### config.mk
export PLATFORM = sky130hd
export DESIGN_NAME = mca_slave_decode
export DESIGN_NICKNAME = d
export VERILOG_FILES = /design/src/rtl/mca_slave_decode.sv
export SDC_FILE = /design/constraint.sdc
export NUM_CORES = 1
export LEC_CHECK = 0
export BUFFER_PORTS_ARGS = -buffer_cell sky130_fd_sc_hd__buf_4
export CORE_UTILIZATION = 30
export DETAILED_ROUTE_END_ITERATION = 7
export SYNTH_ARGS = -nofsm -noshare
export SYNTH_HDL_FRONTEND = slang
export SYNTH_SLANG_ARGS = --single-unit
### constraint.sdc
create_clock -name clk -period 8.1 [get_ports clk]
set_input_delay 0.405 -clock clk [delete_from_list [all_inputs] [get_ports clk]]
set_output_delay 0.405 -clock clk [all_outputs]
set_load 0.03 [all_outputs]
### src/rtl/mca_slave_decode.sv
module mca_slave_decode #(
  parameter logic [23:0] MEM_BASE = 24'h0C8000,
  parameter int          MEM_AW   = 14,
  parameter logic [15:0] IO_BASE  = 16'h0300,
  parameter int          IO_AW    = 3,
  parameter int          POS_N    = 8
) (
  input  logic        clk,
  input  logic        rst_n,
  input  logic        adl_n,
  input  logic        cmd_n,
  input  logic        mio,
  input  logic        st0,
  input  logic        st1,
  input  logic        made24,
  input  logic        setup_n,
  input  logic [23:0] addr,
  input  logic [7:0]  din,
  input  logic [3:0]  wait_cfg,
  input  logic        be_ready,
  input  logic [7:0]  be_rdata,
  output logic        sfdbk_n,
  output logic        chrdy,
  output logic [7:0]  dout,
  output logic        dout_oe,
  output logic        be_stb,
  output logic        be_wr,
  output logic        be_io,
  output logic [23:0] be_addr,
  output logic [7:0]  be_wdata
);
  localparam int PW = $clog2(POS_N);

  logic [23:0] lat_addr;
  logic        lat_mio, lat_st0, lat_st1, lat_m24, lat_setup_n;
  logic        cyc_live, cmd_q, cmd_q2;
  logic [3:0]  wcnt;
  logic [7:0]  pos_q [POS_N];

  wire typ_ok   = lat_st0 ^ lat_st1;
  wire is_rd    = lat_st0 & ~lat_st1;
  wire mem_hit  = lat_mio && lat_m24 && (lat_addr[23:MEM_AW] == MEM_BASE[23:MEM_AW]);
  wire io_hit   = !lat_mio && (lat_addr[15:IO_AW] == IO_BASE[15:IO_AW]);
  wire win      = cyc_live && typ_ok && lat_setup_n && (mem_hit || io_hit);
  wire pos_sel  = cyc_live && typ_ok && !lat_setup_n;
  wire cmd_fall = cmd_q & ~cmd_n;
  wire cmd_rise = ~cmd_q & cmd_n;
  wire [PW-1:0] pidx = lat_addr[PW-1:0];

  assign sfdbk_n = ~win;
  assign chrdy   = (wcnt == 4'd0);

  always_ff @(posedge clk or negedge rst_n) begin
    if (!rst_n) begin
      lat_addr <= '0; lat_mio <= 1'b0; lat_st0 <= 1'b0; lat_st1 <= 1'b0;
      lat_m24 <= 1'b0; lat_setup_n <= 1'b1;
    end else if (!adl_n) begin
      lat_addr <= addr; lat_mio <= mio; lat_st0 <= st0; lat_st1 <= st1;
      lat_m24 <= made24; lat_setup_n <= setup_n;
    end
  end

  always_ff @(posedge clk or negedge rst_n) begin
    if (!rst_n) begin
      cmd_q <= 1'b1; cmd_q2 <= 1'b1; cyc_live <= 1'b0;
    end else begin
      cmd_q  <= cmd_n;
      cmd_q2 <= cmd_q;
      if (!adl_n)        cyc_live <= 1'b1;
      else if (cmd_rise) cyc_live <= 1'b0;
    end
  end

  always_ff @(posedge clk or negedge rst_n) begin
    if (!rst_n) begin
      be_stb <= 1'b0; be_wr <= 1'b0; be_io <= 1'b0; be_addr <= '0; be_wdata <= '0;
    end else begin
      be_stb <= cmd_fall && win;
      if (cmd_fall && win) begin
        be_wr   <= ~is_rd;
        be_io   <= ~lat_mio;
        be_addr <= lat_addr;
        if (!is_rd) be_wdata <= din;
      end
    end
  end

  always_ff @(posedge clk or negedge rst_n) begin
    if (!rst_n)                 wcnt <= 4'd0;
    else if (cmd_fall && win)   wcnt <= wait_cfg;
    else if (wcnt != 4'd0)      wcnt <= be_ready ? 4'd0 : wcnt - 4'd1;
  end

  always_ff @(posedge clk or negedge rst_n) begin
    if (!rst_n) begin
      dout <= '0; dout_oe <= 1'b0;
    end else begin
      if (!cmd_n && is_rd && (win || pos_sel))
        dout <= pos_sel ? pos_q[pidx] : be_rdata;
      if (cmd_fall && is_rd && (win || pos_sel)) dout_oe <= 1'b1;
      else if (cmd_q && !cmd_q2)                 dout_oe <= 1'b0;
    end
  end

  genvar gi;
  generate
    for (gi = 0; gi < POS_N; gi++) begin : g_pos
      always_ff @(posedge clk or negedge rst_n) begin
        if (!rst_n) pos_q[gi] <= '0;
        else if (cmd_fall && pos_sel && !is_rd && pidx == PW'(gi)) pos_q[gi] <= din;
      end
    end
  endgenerate

  p_stb_single_r7: assert property (@(posedge clk) disable iff (!rst_n)
    be_stb |=> !be_stb);
  p_no_reserved_r3: assert property (@(posedge clk) disable iff (!rst_n)
    be_stb |-> (lat_st0 != lat_st1));
  p_made24_gate_r5: assert property (@(posedge clk) disable iff (!rst_n)
    (!sfdbk_n && lat_mio) |-> lat_m24);
  p_oe_hold_r10: assert property (@(posedge clk) disable iff (!rst_n)
    $fell(dout_oe) |-> $past(cmd_n));
  p_wait_start_r8: assert property (@(posedge clk) disable iff (!rst_n)
    $fell(chrdy) |-> (!cmd_n && be_stb));
  p_pos_silent_r11: assert property (@(posedge clk) disable iff (!rst_n)
    !lat_setup_n |-> (sfdbk_n && !be_stb));
endmodule

==> flow_summary_export.csv, run 1 <==
group,metric,value,unit
placed_design,placed_cell_area,7250,um^2
floorplan,start_util,30.6,%
floorplan,die_x,146,um
synth,postSynthCellCount,421,
synth,synthDistinctLibCells,43,
power_and_ir_drop,leakage,3.75,nW
timing,clock_skew,0.00752,ns
global_routing,grt_overflow_total,0,
setup_path,critical_path_class,"flop to flop",
timing,hold_slack,0.00329,ns
power_and_ir_drop,p_total,2.08,mW
cells_and_area,num-nets-final,582,
timing,rsz0062_at_grt,"no",
synth,ys_seq_elements,144,
synth,ys_seq_area_share,58.2,%
power_and_ir_drop,powerDensity,264,nW/um^2
cells_and_area,fin_area,7880,um^2
detailed_routing,vias,3810,
detailed_routing,wl_per_cell,17.5,um
global_routing,met3_usage,5.08,%
cells_and_area,multi_input_area,2490,um^2
clock_network,insertion_delay,0.42,ns
synth,synth_top_area_share,56.9,%
global_routing,antenna_found_initial,0,
global_routing,grt_max_degree,74,
setup_path,critPathLaunchType,"flop",
clock_network,clkSinkCount,144,
global_routing,met2_usage,22.8,%
global_routing,grt.met1_usage,17.1,%
timing,setup_violations,0,
cells_and_area,drive_above_1_share,55.0,%
timing,fmax,325,MHz
timing,fin_crit,3.08,ns
global_routing,grt_pass1_vias,4210,
floorplan,die-area,21200,um^2
clock_network,cts_resized,0,
synth,synth-edff-count,0,
global_routing,grt_busiest_layer,"met2",
global_routing,grt_first_pass_wirelength,22900,um
detailed_routing,drtAntennaViolNets,0,
power_and_ir_drop,ir_drop,157,uV
clock_network,clk_pin_slew_worst_paths,0.06,ns
synth,yosys.area.top_type,"dfrtp_1",
status,status,"finished, final reports clean",
clock_network,ctsHoldBuffers,0,
floorplan,io_pins,100,
timing,finalHoldViolCount,0,
synth,synthTopCellsByArea,"dfrtp_1 (57%), mux2_2 (27%), mux2i_1 (2.7%)",
placed_design,place_congestion,0.724,
placed_design,pre_cts_ws,5.03,ns
floorplan,core_area,20200,um^2
global_routing,grtUsageTotal,14.1,%
hold_path,hp-class,"input pin to async pin",
clock_network,cts_buffers,17,
timing,postLayoutSetupSlackWorst,5.02,ns
clock_network,cts_max_level,4,
synth,avgSynthCellArea,14.7,um^2
detailed_routing,wl,14100,um
timing,timing.slew.headroom,39.5,%
detailed_routing,drtIter0Drc,142,
detailed_routing,viasPerCell,4.72,
cells_and_area,n_antenna_cell,0,
clock_network,root_buffer,"clkbuf_16",
cells_and_area,seqCellArea,3610,um^2
synth,synth_area,6200,um^2
synth,ys_warn_count,0,
cells_and_area,area_growth,27.0,%
floorplan,rows,52,
clock_network,cts_tree,"yes",
setup_path,worstPathArrival,3.38,ns
setup_path,endpoint_kind,"flop",
detailed_routing,post-route-drc-count,0,
setup_path,cp_data_required_time,8.40,ns
synth,synth_flop_cell,"dfrtp_1",
timing,drv_slew,0,
clock_network,post-cts-setup-buffers,0,
setup_path,critPathMaxFanout,18,
timing,period_share,38.0,%
clock_network,clk_path_buf_depth,2,
timing,worstMarginPinSlew,0.907,ns
floorplan,die_y,146,um
detailed_routing,drtPass1Iterations,4,
cells_and_area,fill_cells,1918,
timing,setup-tns-final,0,ns
placed_design,portBuffers,99,
placed_design,hpwlAfterDp,9800,um
flow_run,drv_cap,0,
synth,synthArstFlopShare,100,%
synth,syn_nets,478,
## per-layer routing
layer / vias up / part of all wire [%]
li1: 1751 / -
met1: 1961 / 44
met2: 87 / 49
met3: 11 / 6.0
met4: 0 / 1.1
met5: - / 0
## critical path, cell delays in order (launching register included)
cell	delay (ns)
dfrtp_1	0.38
ha_1	0.31
or3b_1	0.67
or4_1	0.67
nor3b_4	0.53
mux2_2	0.39
## registers in the layout (all words and copies together), names as in the netlist, 4 cells and up
signal    cells
pos_q        64
dout          8
wcnt          4
be_addr      24
be_wdata      8
lat_addr     24
## metrics by stage
stage | cells | utilization [%]
after floorplan | 421 | -
after global placement | 776 | 35.8
after detailed placement | 776 | 35.8
after CTS | 808 | 38.9
after global routing | 808 | 38.9
final | 808 | 38.9
## synthesized netlist by cell type (all sizes together) (3+ instances only)
cell type,instances
o22ai,6
buf,10
nand2b,5
mux2,148
mux2i,17
nor3,4
o31ai,7
dfrtp,141
nand2,13
dfstp,3
clkbuf,8
nor2,7
nor2b,5
nand3,3
ha,3
inv,8
a22o,7
nor4b,3
## report_power, final
part / internal, mW / switching, mW
Clock: 0.525 / 0.304
Sequential: 0.822 / 0.0650
Combinational: 0.184 / 0.178
Total: 1.53 / 0.547
## cells in the final DEF (no fill, tap or decap), types with 3 or more instances in the layout
cell type,Yosys,layout
a22o_1,7,7
buf_4,0,102
bufinv_16,0,4
clkbuf_16,0,17
clkinvlp_4,0,5
dfrtp_1,141,141
dfstp_2,3,3
ha_1,3,3
inv_1,8,8
mux2_2,148,148
mux2i_1,17,17
nand2_1,11,11
nand2b_1,5,5
nor2_1,5,5
nor2b_1,5,5
nor3_1,3,3
nor4b_1,3,3
o22ai_1,6,6
o31ai_1,7,7
## path summary, 6_finish.rpt
check,startpoint,to,slack (ns),depth (start not counted)
max,lat_st0,pos_q[49],5.02,5
min,rst_n,dout[0],0.003,1
max reg2reg,lat_st0,pos_q[49],5.02,5
min reg2reg,cmd_q,cmd_q2,0.39,0
max in group asynchronous,rst_n,be_addr[5],6.71,2
min in group clk,cmd_n,cmd_q,0.11,1
## layout make-up
type | count | area share, %
clock buffer | 20 | 5.67
clock inverter | 12 | 2.34
inverter | 8 | 0.381
multi-input combinational | 251 | 31.7
sequential | 144 | 45.8
tap | 270 | 4.29
timing repair buffer | 103 | 9.86
## cells by family (layout without fill, tap and decap cells)
kind of cell	after synthesis	count (layout)	share of synthesized area, %
buffers and inverters	26	143	1.82
DFF	144	144	58.2
adders and majority gates	3	3	0.605
xor gates and xnor gates	1	1	0.141
muxes	167	167	30.3
and+or+nand+nor	49	49	4.94
AOI/OAI and AO/OA	31	31	3.97
(Power assumes the default switching activity.)
==> inputs of run 2 (changes only) <==
Clock period 8.1 ns to 2.8 ns, I/O delays scaled along.
==> run 2 against run 1 <==
- wire length up 0.52%
- critical path depth is the same
- count of clock-buffer cells in the layout is 1 lower
- non-clock buffer count up 43
- first-iteration DRC count down 31%
- largest cell class unchanged
- total power rose to 2.8 times the previous value
- global-route usage grew 0.29 points
- clock skew rose by 0.00051 ns
- critical path type unchanged
- die area unchanged
- highest routed layer unchanged
- design area grew 4.3%
- combinational power grew to 3.0 times the previous value
- core utilization grew 1.7 points
==> flow_summary_export.csv, run 2 (synthesized netlist as in run 1, its figures left out) <==
group,metric,value,unit
status,status,"finished, final reports clean",
detailed_routing,vias,3941,
clock_network,root_buffer,"clkbuf_16",
clock_network,post-cts-setup-buffers,0,
global_routing,antenna_found_initial,0,
detailed_routing,drtAntennaViolNets,0,
power_and_ir_drop,p_seq_share,44.3,%
power_and_ir_drop,swShare,27.6,%
power_and_ir_drop,ir_drop,504,uV
placed_design,portBuffers,99,
setup_path,cp_data_required_time,3.10,ns
global_routing,grt_max_degree,74,
cells_and_area,fill_cells,1885,
power_and_ir_drop,p_switching,1.60,mW
timing,period_share,94.3,%
global_routing,grt_pass1_vias,4444,
setup_path,path_buf_inv,0,
global_routing,grt_overflow_total,0,
placed_design,placed_cells,784,
power_and_ir_drop,power_frac_clock,36.8,%
cells_and_area,largest_register_ffs,64,
timing,finalHoldViolCount,0,
clock_network,cts_tree,"yes",
power_and_ir_drop,combPwrFrac,18.9,%
placed_design,place_congestion,0.744,
clock_network,insertion_delay,0.42,ns
setup_path,path_cells,"ha_1, or3b_1, or4_1, nor3b_4, mux2_2",
power_and_ir_drop,p_total,5.79,mW
setup_path,critical_path_class,"flop to flop",
cells_and_area,largestRegisters,"pos_q x64, be_addr x24, lat_addr x24",
cells_and_area,drive_above_1_share,52.5,%
detailed_routing,viasPerCell,4.63,
setup_path,critPathMaxFanout,8,
placed_design,hpwlAfterDp,9980,um
floorplan,core_area,20200,um^2
cells_and_area,num-nets-final,625,
cells_and_area,mostFrequentLayoutCell,"mux2_2",
detailed_routing,wl_per_cell,16.7,um
placed_design,placed_cell_area,7310,um^2
floorplan,die_x,146,um
clock_network,cts_max_level,4,
timing,fmax,379,MHz
timing,rsz0062_at_grt,"no",
detailed_routing,drtIter0Drc,98,
setup_path,worstPathArrival,2.94,ns
floorplan,rows,52,
hold_path,hp-class,"input pin to flop",
setup_path,crit_slowest_cell,"or4_1",
cells_and_area,area_growth,32.5,%
global_routing,grtUsageTotal,14.4,%
detailed_routing,drtPass1Iterations,4,
clock_network,cts_buffers,17,
timing,clock_skew,0.00803,ns
cells_and_area,multi_input_area,2490,um^2
power_and_ir_drop,powerDensity,705,nW/um^2
floorplan,die_y,146,um
global_routing,grt_first_pass_wirelength,23500,um
timing,setup_violations,0,
cells_and_area,regMostFlops,"pos_q",
timing,worstMarginPinSlew,0.689,ns
cells_and_area,final-instance-count-excl-fill,851,
setup_path,path_delay_family,"simple AND/OR/NAND/NOR gates",
floorplan,die-area,21200,um^2
cells_and_area,fin_area,8210,um^2
power_and_ir_drop,leakage,3.91,nW
cells_and_area,n_antenna_cell,0,
setup_path,endpoint_kind,"flop",
cells_and_area,final_cell_mix,"mux2_2 (148), dfrtp_1 (141), buf_4 (110), dlygate4sd3_1 (35)",
detailed_routing,post-route-drc-count,0,
floorplan,io_pins,100,
clock_network,clkSinkCount,144,
timing,fin_crit,2.64,ns
cells_and_area,seqCellArea,3610,um^2
timing,setup-tns-final,0,ns
setup_path,critical-path-max-stage-delay,0.59,ns
floorplan,start_util,30.6,%
timing,drv_slew,0,
timing,timing.slew.headroom,54.1,%
clock_network,clk_path_buf_depth,2,
power_and_ir_drop,power.internal,4.19,mW
detailed_routing,wl,14200,um
clock_network,clk_pin_slew_worst_paths,0.06,ns
setup_path,critPathLaunchType,"flop",
flow_run,drv_cap,0,
-- run 2: changes by cell type in the layout (fill, tap and decap cells not counted) --
cell and change:
buf_4 +8, clkinv_2 +3, clkinvlp_4 +2, clkinv_4 -1, bufinv_16 -3, clkbuf_1 -1, dlygate4sd3_1 +35
-- run 2: routing by layer --
layer  part of all wire (%)  GRT usage (%)
met2                     49           24.0
met4                    1.1           4.79
met1                     43           16.9
met5                      0              0
met3                    6.4           5.49
-- run 2: what timing repair did --
action                                 in CTS  in global routing
endpoints found under the hold margin     104                  0
gates resized for setup                     0                  0
hold buffers                               35                  0
-- run 2: worst reg2reg max path: stages, from the launching register on --
cell	delay, ns
dfrtp_1	0.37
ha_1	0.30
or3b_1	0.39
or4_1	0.59
nor3b_4	0.47
mux2_2	0.40
-- run 2: worst paths after layout --
kind                        endpoint  cells past startpoint     from  slack (ns)
max                        pos_q[55]                      5  lat_st0        0.16
min in group asynchronous  pos_q[24]                      2    rst_n        0.30
max in group asynchronous      cmd_q                      3    rst_n        1.62
min                        pos_q[27]                      2   din[3]        0.05
max reg2reg                pos_q[55]                      5  lat_st0        0.16
min reg2reg                   cmd_q2                      0    cmd_q        0.39
-- run 2: final cells by class --
type,count,share of cell area (%)
Sequential cell,144,43.9
Multi-Input combinational cell,251,30.4
Timing Repair Buffer,146,14.5
Clock buffer,19,5.39
Tap cell,270,4.11
Clock inverter,13,1.40
Inverter,8,0.366
-- run 2: power groups by stage --
| stage | Sequential, mW | Combinational [mW] | Clock (mW) |
|---|---|---|---|
| after floorplan | 2.65 | 0.609 | 0 |
| after detailed placement | 2.60 | 1.06 | 0 |
| after global placement | 2.59 | 1.03 | 0 |
| after CTS | 2.57 | 1.11 | 2.19 |
| after global routing | 2.60 | 1.19 | 2.29 |
| final | 2.56 | 1.09 | 2.13 |
-- run 2: per-stage QoR --
stage	worst slack [ns]	utilization (%)	hold WS (ns)
6_report	0.159	40.6	0.0460
3_3_place_gp	0.237	36.1	0.190
3_5_place_dp	0.165	36.1	0.200
4_1_cts	0.157	40.6	0.0319
2_1_floorplan	0.248	-	-0.156
5_1_grt	0.0517	40.6	0.0368
